## src/rtl/revlatch_pkg.sv

```systemverilog
`timescale 1ns/1ps
package revlatch_pkg;
  localparam int KIND_SWAP = 0;
  localparam int KIND_XOR  = 1;

  typedef struct packed {
    logic q;
    logic qn;
  } pair_t;

  localparam pair_t PAIR_RESET = '{q: 1'b0, qn: 1'b1};
endpackage

```

## src/rtl/rl_cswap_gate.sv

```systemverilog
`timescale 1ns/1ps
// Controlled swap: the control line passes through at the caller;
// the two data lines exchange when the control is 1.
module rl_cswap_gate (
  input  logic ctl,
  input  logic a,
  input  logic b,
  output logic a_o,
  output logic b_o
);
  always_comb begin
    a_o = ctl ? b : a;
    b_o = ctl ? a : b;
  end
endmodule

```

## src/rtl/rl_cxor_gate.sv

```systemverilog
`timescale 1ns/1ps
// Controlled XOR: both controls pass through at the caller;
// the target flips when both controls are 1.
module rl_cxor_gate (
  input  logic c1,
  input  logic c2,
  input  logic t,
  output logic t_o
);
  always_comb t_o = (c1 & c2) ^ t;
endmodule

```

## src/rtl/rl_gate_pair.sv

```systemverilog
`timescale 1ns/1ps
module rl_gate_pair
  import revlatch_pkg::*;
#(
  parameter int GATE_KIND = KIND_SWAP
) (
  input  logic       set_pin,
  input  logic       clr_pin,
  input  pair_t      cur,
  output pair_t      nxt,
  output logic [1:0] spill
);
  localparam logic CONST_ONE = 1'b1;

  generate
    if (GATE_KIND == KIND_SWAP) begin : g_swap
      logic a_side_y, a_side_z, b_side_y, b_side_z;
      // Q side: control Qbar, constant 1 against clear
      rl_cswap_gate u_gate_q (
        .ctl(cur.qn), .a(CONST_ONE), .b(clr_pin),
        .a_o(a_side_y), .b_o(a_side_z)
      );
      // Qbar side: control Q, constant 1 against set
      rl_cswap_gate u_gate_qn (
        .ctl(cur.q), .a(CONST_ONE), .b(set_pin),
        .a_o(b_side_y), .b_o(b_side_z)
      );
      always_comb begin
        nxt.q  = ~a_side_z;
        nxt.qn = ~b_side_z;
        spill  = {a_side_y, b_side_y};
      end
    end else begin : g_xor
      logic a_side_t, b_side_t;
      // Q side: controls set pin (active low) and Qbar, constant-1 target
      rl_cxor_gate u_gate_q (
        .c1(set_pin), .c2(cur.qn), .t(CONST_ONE), .t_o(a_side_t)
      );
      // Qbar side: controls clear pin (active low) and Q, constant-1 target
      rl_cxor_gate u_gate_qn (
        .c1(clr_pin), .c2(cur.q), .t(CONST_ONE), .t_o(b_side_t)
      );
      always_comb begin
        nxt.q  = a_side_t;
        nxt.qn = b_side_t;
        spill  = {cur.qn, cur.q};
      end
    end
  endgenerate
endmodule

```

## src/rtl/rl_step_track.sv

```systemverilog
`timescale 1ns/1ps
module rl_step_track
  import revlatch_pkg::*;
(
  input  logic  clk,
  input  logic  rst,
  input  pair_t nxt,
  output pair_t state,
  output logic  settled
);
  pair_t prev;

  always_ff @(posedge clk) begin
    if (rst) begin
      state <= PAIR_RESET;
      prev  <= PAIR_RESET;
    end else begin
      prev  <= state;
      state <= nxt;
    end
  end

  always_comb settled = (state == prev);
endmodule

```

## src/rtl/revlatch_stepper.sv

```systemverilog
`timescale 1ns/1ps
module revlatch_stepper
  import revlatch_pkg::*;
#(
  parameter int GATE_KIND = KIND_SWAP
) (
  input  logic clk,
  input  logic rst,
  input  logic set_pin,
  input  logic clr_pin,
  output logic q,
  output logic q_n,
  output logic spill_a,
  output logic spill_b,
  output logic settled
);
  localparam logic ASSERT_LVL = (GATE_KIND == KIND_SWAP) ? 1'b1 : 1'b0;
  localparam logic BOTH_VAL   = (GATE_KIND == KIND_SWAP) ? 1'b0 : 1'b1;

  pair_t       state, nxt;
  logic [1:0]  spill;

  rl_gate_pair #(.GATE_KIND(GATE_KIND)) u_pair (
    .set_pin(set_pin), .clr_pin(clr_pin), .cur(state),
    .nxt(nxt), .spill(spill)
  );

  rl_step_track u_track (
    .clk(clk), .rst(rst), .nxt(nxt), .state(state), .settled(settled)
  );

  always_comb begin
    q       = state.q;
    q_n     = state.qn;
    spill_a = spill[1];
    spill_b = spill[0];
  end

  logic set_act, clr_act;
  always_comb begin
    set_act = (set_pin == ASSERT_LVL);
    clr_act = (clr_pin == ASSERT_LVL);
  end

  assert_reset_load_R1: assert property (@(posedge clk) disable iff (rst)
    $fell(rst) |-> (q == 1'b0 && q_n == 1'b1 && settled));

  assert_hold_keep_R4: assert property (@(posedge clk) disable iff (rst)
    (!set_act && !clr_act && q != q_n) |=> $stable({q, q_n}));

  assert_hold_toggle_R5: assert property (@(posedge clk) disable iff (rst)
    (!set_act && !clr_act && q == q_n) |=> (q == q_n && q != $past(q)));

  assert_clear_two_R6: assert property (@(posedge clk) disable iff (rst)
    (clr_act && !set_act && $past(clr_act && !set_act) && !$past(rst))
      |=> (q == 1'b0 && q_n == 1'b1));

  assert_set_two_R6: assert property (@(posedge clk) disable iff (rst)
    (set_act && !clr_act && $past(set_act && !clr_act) && !$past(rst))
      |=> (q == 1'b1 && q_n == 1'b0));

  assert_both_R8: assert property (@(posedge clk) disable iff (rst)
    (set_act && clr_act) |=> (q == BOTH_VAL && q_n == BOTH_VAL));
endmodule

```

## config.mk

```make
export PLATFORM = sky130hd
export DESIGN_NAME = revlatch_stepper
export DESIGN_NICKNAME = d
export VERILOG_FILES = /design/src/rtl/revlatch_pkg.sv /design/src/rtl/rl_cswap_gate.sv /design/src/rtl/rl_cxor_gate.sv /design/src/rtl/rl_gate_pair.sv /design/src/rtl/rl_step_track.sv /design/src/rtl/revlatch_stepper.sv
export SDC_FILE = /design/constraint.sdc
export NUM_CORES = 1
export LEC_CHECK = 0
export BUFFER_PORTS_ARGS = -buffer_cell sky130_fd_sc_hd__buf_2
export CORE_AREA = 2 2 39 41
export DETAILED_ROUTE_END_ITERATION = 12
export DIE_AREA = 0 0 41 43
export MAX_ROUTING_LAYER = met4
export PLACE_DENSITY = 0.36
export SLEW_MARGIN = 15
export SYNTH_ARGS = -nofsm -noshare
export SYNTH_HDL_FRONTEND = slang
export SYNTH_HIERARCHICAL = 1
export SYNTH_SLANG_ARGS = --single-unit
```

## constraint.sdc

```tcl
create_clock -name clk -period 1.91 [get_ports clk]
set_input_delay 0.0955 -clock clk [delete_from_list [all_inputs] [get_ports clk]]
set_output_delay 0.0955 -clock clk [all_outputs]
set_load 0.02 [all_outputs]
```

==> results of run 1 <==
layout make-up:
class	count	share of cell area
sequential	4	0.2896
tap	16	0.07240
timing repair buffer	8	0.1448
multi-input combinational	15	0.3846
clock buffer	3	0.08145
inverter	2	0.02715
power by group:
| group | switching, mW | total (mW) | leakage [nW] | internal [mW] |
|---|---|---|---|---|
| registers | 0.00498 | 0.0941 | 0.0332 | 0.0891 |
| clock network | 0.0381 | 0.109 | 0.0138 | 0.0705 |
| logic | 0.0234 | 0.0444 | 0.0897 | 0.0210 |
| total | 0.0664 | 0.247 | 0.137 | 0.181 |
cell usage in the layout, fill, tap and decap left out:
cell type  n
buf_2      8
nor2b_1    2
xor2_1     2
clkbuf_4   3
or2_1      2
conb_1     4
mux2_2     4
inv_1      2
dfxtp_1    4
nor2_1     1
cells in the mapped netlist:
cell / number / share of area
conb_1: 1 / 0.019
buf_4: 2 / 0.076
nor2b_1: 2 / 0.063
dfxtp_1: 4 / 0.41
xor2_1: 2 / 0.089
nor2_1: 1 / 0.019
mux2_2: 4 / 0.23
or2_1: 2 / 0.063
inv_1: 2 / 0.038
path summary, 6_finish.rpt:
check	startpoint	end	slack, ps	cells after the start
max	u_track/state[1]	spill_b	660	2
min	rst	u_track/prev[1]	60	2
max reg2reg	u_track/state[1]	u_track/state[0]	990	3
min reg2reg	u_track/state[1]	u_track/prev[1]	540	1
routing by layer:
| layer | track usage | up-vias |
|---|---|---|
| met5 | - | - |
| met4 | 0.08000 | 0 |
| met3 | 0.01571 | 2 |
| met2 | 0.05625 | 9 |
| met1 | 0.05484 | 62 |
| li1 | - | 80 |
sequential cells by signal, summed over array words and instances, names as in the netlist:
signal,cells
u_track/state,2
u_track/prev,2
per-stage QoR:
stage	cell area (sq um)	setup slack (ps)
after detailed placement	254.0	911.6
after global placement	254.0	930.6
after CTS	276.5	647.9
final	276.5	659.9
after floorplan	209.0	814.4
after global routing	276.5	613.8
worst max-delay path, delay by kind of cell, from the launching register on:
kind	cells	cell delay, ps
buffers and inverters	1	160
DFF	1	410
muxes	1	350
kinds of logic (layout without fill, tap and decap cells):
logic type	Yosys count	count (layout)
AND/OR/NAND/NOR	5	5
XOR/XNOR	2	2
other	1	4
multiplexers	4	4
flip-flops	4	4
buffers and inverters	4	13
==> reports/metrics.yaml, run 1 <==
syn_to_final_growth_pct: 39.87
cts_root_buffer: "clkbuf_4"
drive_above_1_share: 0.4688
multi_input_area_sq_um: 106.4
synth-compound-area-share: 0
initial_core_util: 0.1429
synthXorXnorAreaFrac: 0.08861
avgSynthCellArea_sq_um: 9.885
worstSetupStartpointType: "flip-flop"
wl_per_cell_um: 7.083
met1_length_um: 128
core_area_sq_mm: 0.001384
fill_cells: 159
power.leakage_nw: 0.1367
grt_max_degree: 6
synth_top_family_by_area: "multiplexers"
synthAdderAreaFrac: 0
gp_congestion: 0.5956
viasPerCell: 3.188
path_cells: "mux2_2 -> buf_2"
grt-ovfl-total: 0
fp.dieW_um: 41
fin_crit_sh: 0.6545
hold_slack_ps: 59.10
vias: 153
clk_latency_ps: 240
hp-class: "primary input to flip-flop"
clockBufferDepth: 2
nets: 38
seq_area_frac_synth: 0.4051
htreeDepth: 1
dp_hpwl_um: 265.8
end_kind: "primary output"
irDropWorstVdd_mv: 0.1706
yosysUniqueCellTypes: 9
synth_cells: 20
layout.cells.non_filler: 48
path_clk_slew_ps: 40
numPortBuffers: 8
drtAntennaViolNets: 0
antenna_found_initial: 0
num_io_pins: 9
finalHoldViolations: 0
cts_tree: "yes"
drv_slew: 0
setup_viol: 0
cts_inserted_buffers: 3
status: "completed"
ys_seq_elements: 4
first_iter_violations: 0
top_layer_used: "met4"
wl_um: 340
holdBufCountCts: 0
cp_slowest_stage_delay_ps: 410
die_y_um: 43
route.met2.wl_um: 143
drtPass1Iterations: 1
critPathKind: "flip-flop to primary output"
dp.cells: 45
syn_area_sq_um: 197.7
crit_arrival_ps: 1150
slowest_stage: "dfxtp_1"
required_ps: 1810
post-cts-setup-buffers: 0
first_global_vias: 145
seqCellArea_sq_um: 80.08
drv_cap: 0
worstPathMaxFanout: 5
die_area_sq_mm: 0.001763
grt_usage: 0.05149
postLayoutCoreUtil: 0.1998
p_total_uw: 247.1
clock_skew_ps: 1.040
row_count: 14
antenna_cells: 0
fin_crit_ps: 1250
power_density_mw_per_mm2: 893.5
rsz0062_at_grt: "false"
drc: 0
post_cts_resize_count: 0
wl_met3_um: 48
grt_pass1_wl_um: 524
yosys.area_share.simple: 0.1456
yosysWarnings: 6
cts_num_sinks: 4
tns_ps: 0
muxShareOfSynthArea: 0.2278
fmax_ghz: 0.7999
(Power assumes the default switching activity.)
==> inputs of run 2 (changes only) <==
PLACE_DENSITY = 0.37   (was 0.36)
clock period = 1.1 ns   (was 1.91 ns; I/O delays follow)
==> reports/metrics.yaml, run 2 (synthesized netlist as in run 1, its figures left out) <==
status: "completed"
fin_crit_sh: 0.9715
antenna_found_initial: 0  # unchanged
clock_skew_ps: 0.4827  # -0.5569 ps
finalHoldViolations: 0  # unchanged
drive_above_1_share: 0.5588  # +0.09007
power_density_mw_per_mm2: 1367  # +53%
fmax_ghz: 0.9358
core_area_sq_mm: 0.001384  # unchanged
first_global_vias: 162  # +12%
worstSetupStartpointType: "flip-flop"
grt_pass1_wl_um: 621  # +19%
ff2ff_path_depth: 4  # +1
antenna_cells: 0  # unchanged
gp_congestion: 0.6478  # +8.8%
drc: 0  # unchanged
worstPathMaxFanout: 3  # -2
p_int_uw: 329.3  # +82%
netSwitchingPower_uw: 106.9  # +61%
die_area_sq_mm: 0.001763  # unchanged
critPathKind: "flip-flop to primary output"
htreeDepth: 1  # unchanged
clockBufferDepth: 2  # unchanged
rrSetupSlack_ps: 140  # -850 ps
crit_arrival_ps: 1010  # -140 ps
postLayoutCoreUtil: 0.2306  # +0.03074
hp-start: "rst"
fp.dieW_um: 41  # unchanged
wl_per_cell_um: 7.860  # +11%
wl_um: 393  # +16%
cts_tree: "yes"
r2r_start: "u_track/state[1]"
die_y_um: 43  # unchanged
grt_usage: 0.06276  # +0.01126
fin_crit_ps: 1069
nets: 40  # +5.3%
irDropWorstVdd_mv: 0.3038  # +78%
cts_num_sinks: 4  # unchanged
dp_slack_ps: 135.2  # -776.4 ps
p_seq_frac: 0.370  # -0.011
drtPass1Iterations: 2  # +1
reg_top3: "u_track/prev (2), u_track/state (2)"
p_total_uw: 436.3  # +77%
drv_cap: 0  # unchanged
first_iter_violations: 1  # +1
required_ps: 1040  # -770 ps
layout_commonest_cell: "buf_2"
holdBufCountCts: 0  # unchanged
end_kind: "primary output"
p_clk_frac: 0.397  # -0.043
holdPathStages: 2  # unchanged
initial_core_util: 0.1429  # unchanged
hp-class: "primary input to flip-flop"
path_clk_slew_ps: 30  # about the same
drv_slew: 0  # unchanged
num_io_pins: 9  # unchanged
startpoint: "u_track/state[1]"
min_to: "u_track/state[1]"
setup_viol: 0  # unchanged
setup_ws_ps: 31.35  # -628.5 ps
final_cell_mix: "6 x buf_2, 4 x conb_1, 3 x clkbuf_4"
power.leakage_nw: 0.1598  # +17%
pwr-share-comb: 0.232  # +0.052
syn_to_final_growth_pct: 61.39
row_count: 14  # unchanged
cts_root_buffer: "clkbuf_4"
grt_max_degree: 5  # -1
drtAntennaViolNets: 0  # unchanged
vias: 164  # +7.2%
power.share.switching: 0.2451  # -0.02372
clk_latency_ps: 230  # about the same
grt-ovfl-total: 0  # unchanged
r2r_end: "u_track/state[0]"
numPortBuffers: 8  # unchanged
cts_inserted_buffers: 3  # unchanged
viasPerCell: 3.280  # +2.9%
rsz0062_at_grt: "true"
## run 2: changes by cell type in the layout (fill, tap and decap cells not counted)
cell,previous run,this run
buf_2,8,6
buf_4,0,2
buf_6,0,2
dfxtp_1,4,2
dfxtp_4,0,2
mux2_2,4,2
mux2_4,0,2
## run 2: worst max path at each step
| stage | endpoint | slack (ps) |
|---|---|---|
| finish | spill_b | 30 |
| global route | spill_a | -2 |
| CTS | spill_a | 20 |
| detailed placement | spill_a | 140 |
| global placement | spill_a | 140 |
| floorplan | spill_b | 40 |
## run 2: power by group through the flow
stage | Clock (mW) | Combinational (mW) | Sequential (mW)
3_3_place_gp | 0 | 0.0772 | 0.166
6_report | 0.173 | 0.101 | 0.161
4_1_cts | 0.184 | 0.102 | 0.162
2_1_floorplan | 0 | 0.0549 | 0.171
5_1_grt | 0.197 | 0.109 | 0.163
3_5_place_dp | 0 | 0.0780 | 0.166
## run 2: cell type report
type                            count  area, sq um
Clock buffer                        3        22.52
Inverter                            2        7.507
Sequential cell                     4        87.58
Timing Repair Buffer               10        67.56
Multi-Input combinational cell     15        113.9
Fill cell                         161         1065
Tap cell                           16        20.02
## run 2: per-layer routing
layer	up-vias	part of all wire	track usage
li1	83	-	-
met1	71	0.41	0.05466
met2	8	0.50	0.07188
met3	2	0.069	0.03141
met4	0	0.018	0.1000
met5	-	0	-
## run 2: repair_timing
item | CTS | global route
setup endpoints to repair | 2 | 1
gates resized for setup | 10 | 0
buffers inserted | 2 | 0
## run 2: critical path: stages (launching register included)
cell     delay, ps
dfxtp_4        350
mux2_4         300
buf_6          130
## run 2: metrics by stage
| step | hold WS, ps | cell area [sq um] | std cells | setup TNS, ps |
|---|---|---|---|---|
| 2_1_floorplan | 126.6 | 209.0 | 23 | 0 |
| 6_report | 16.35 | 319.1 | 50 | 0 |
| 5_1_grt | 20.18 | 319.1 | 50 | -1.694 |
| 3_3_place_gp | 259.7 | 254.0 | 45 | 0 |
| 3_5_place_dp | 264.6 | 254.0 | 45 | 0 |
| 4_1_cts | 15.14 | 319.1 | 50 | 0 |
==> inputs of run 3 (changes only) <==
GPL_TIMING_DRIVEN = 0   (was default)
==> reports/metrics.yaml, run 3 (synthesized netlist as in run 1, its figures left out) <==
nets: 41  # +2.5%
worstPathMaxFanout: 2  # -1
critPathKind: "flip-flop to primary output"
path_cells: "buf_6 -> xor2_1 -> nor2_1 -> buf_4"
worstSetupStartpointType: "flip-flop"
cts_root_buffer: "clkbuf_4"
fp.dieW_um: 41  # unchanged
clockBufferDepth: 2  # unchanged
core_area_sq_mm: 0.001384  # unchanged
seqCellArea_sq_um: 87.58  # unchanged
numPortBuffers: 8  # unchanged
setup_ws_ps: -22.61  # -53.96 ps
cts_tree: "yes"
setup_viol: 1  # +1
clock_skew_ps: 1.126  # +0.6430 ps
first_iter_violations: 1  # unchanged
rsz0062_at_grt: "true"
fill_cells: 163  # +1.2%
die_area_sq_mm: 0.001763  # unchanged
grt_pass1_wl_um: 621  # unchanged
drtPass1Iterations: 2  # unchanged
layout_commonest_cell: "buf_2"
fin_crit_sh: 1.021  # +0.04906
drive_above_1_share: 0.5714  # +0.01261
finalHoldViolations: 0  # unchanged
wl_per_cell_um: 7.549  # -4.0%
cts_inserted_buffers: 3  # unchanged
multi_input_area_sq_um: 113.9  # unchanged
dp_hpwl_um: 272.1
required_ps: 1040  # about the same
fmax_ghz: 0.8908  # -4.8%
power_density_mw_per_mm2: 1340  # -2.0%
irDropWorstVdd_mv: 0.2658  # -12%
holdBufCountCts: 0  # unchanged
grt_max_degree: 5  # unchanged
drv_cap: 0  # unchanged
status: "finished, violations left"
wl_um: 385  # -2.0%
drtAntennaViolNets: 0  # unchanged
cts_num_sinks: 4  # unchanged
htreeDepth: 1  # unchanged
vias: 172  # +4.9%
row_count: 14  # unchanged
rrSetupSlack_ps: 80  # -60 ps
path_clk_slew_ps: 40  # about the same
tns_ps: -22.61  # -22.61 ps
drv_slew: 0  # unchanged
clk_latency_ps: 230  # about the same
initial_core_util: 0.1429  # unchanged
drc: 0  # unchanged
hold_slack_ps: 12.63  # -3.719 ps
die_y_um: 43  # unchanged
cp_slowest_stage_delay_ps: 340  # about the same
num_io_pins: 9  # unchanged
reg_top3: "u_track/prev (2), u_track/state (2)"
antenna_found_initial: 0  # unchanged
slowest_stage: "dfxtp_4"
p_total_uw: 446.1  # +2.3%
syn_to_final_growth_pct: 68.35
fin_crit_ps: 1123  # +53.96 ps
power.leakage_nw: 0.1667  # +4.3%
end_kind: "primary output"
hp-class: "primary input to flip-flop"
first_global_vias: 192  # +19%
viasPerCell: 3.373  # +2.8%
grt-ovfl-total: 0  # unchanged
gp_congestion: 0.6658  # +2.8%
crit_arrival_ps: 1070  # +60 ps
final_cell_mix: "5 x buf_2, 4 x conb_1, 3 x clkbuf_4, 3 x buf_4, 3 x buf_6"
violations: "negative setup slack"
grt_usage: 0.06076  # -0.001995
antenna_cells: 0  # unchanged
-- run 3: changes by cell type in the layout (fill, tap and decap cells not counted) --
cell,change
buf_2,-1
buf_4,+1
buf_6,+1
-- run 3: path summary, 6_finish.rpt --
path | start | end | depth (start not counted)
setup / recovery | u_track/state[1] | settled | 4
setup reg to reg | u_track/state[1] | u_track/state[0] | 5
hold reg to reg | u_track/state[0] | u_track/prev[0] | 2
hold / removal | rst | u_track/state[1] | 2
-- run 3: where the power goes --
group          switching (mW)  internal [mW]
clock network          0.0531          0.122
logic                  0.0500         0.0617
registers             0.00607          0.154
-- run 3: critical path, delay by kind of cell, from the launching register on --
family | cells | cell delay [ps]
flops | 1 | 340
buf+inv | 2 | 250
xor+xnor | 1 | 150
simple gates | 1 | 100
-- run 3: area by class of cell --
type	count	share of cell area
multi-input cells	15	0.3421
flip-flops and latches	4	0.2632
repair buffers	11	0.2444
clock buffers	3	0.06767
well taps	16	0.06015
inverters	2	0.02256
-- run 3: layer usage --
metal	wire (um)	share of wire	vias up	global-route usage
met5	0	0	-	-
met4	7	0.018	0	0.1000
met3	30	0.078	2	0.01571
met2	198	0.51	8	0.07813
met1	148	0.38	77	0.05161
li1	-	-	85	-
-- run 3: repair_timing --
action	CTS	global route
setup endpoints to repair	2	2
pin swaps	1	1
resized for setup	12	1
buffers inserted	2	1
-- run 3: through the flow --
step / cells / instance area, sq um / worst slack, ps / util
3_5_place_dp: 47 / 269.0 / 21.06 / 0.1944
2_1_floorplan: 23 / 209.0 / 44.86 / -
6_report: 51 / 332.8 / -22.61 / 0.2405
4_1_cts: 51 / 332.8 / -60.45 / 0.2405
3_3_place_gp: 47 / 269.0 / 27.18 / 0.1944
5_1_grt: 51 / 332.8 / -76.23 / 0.2405
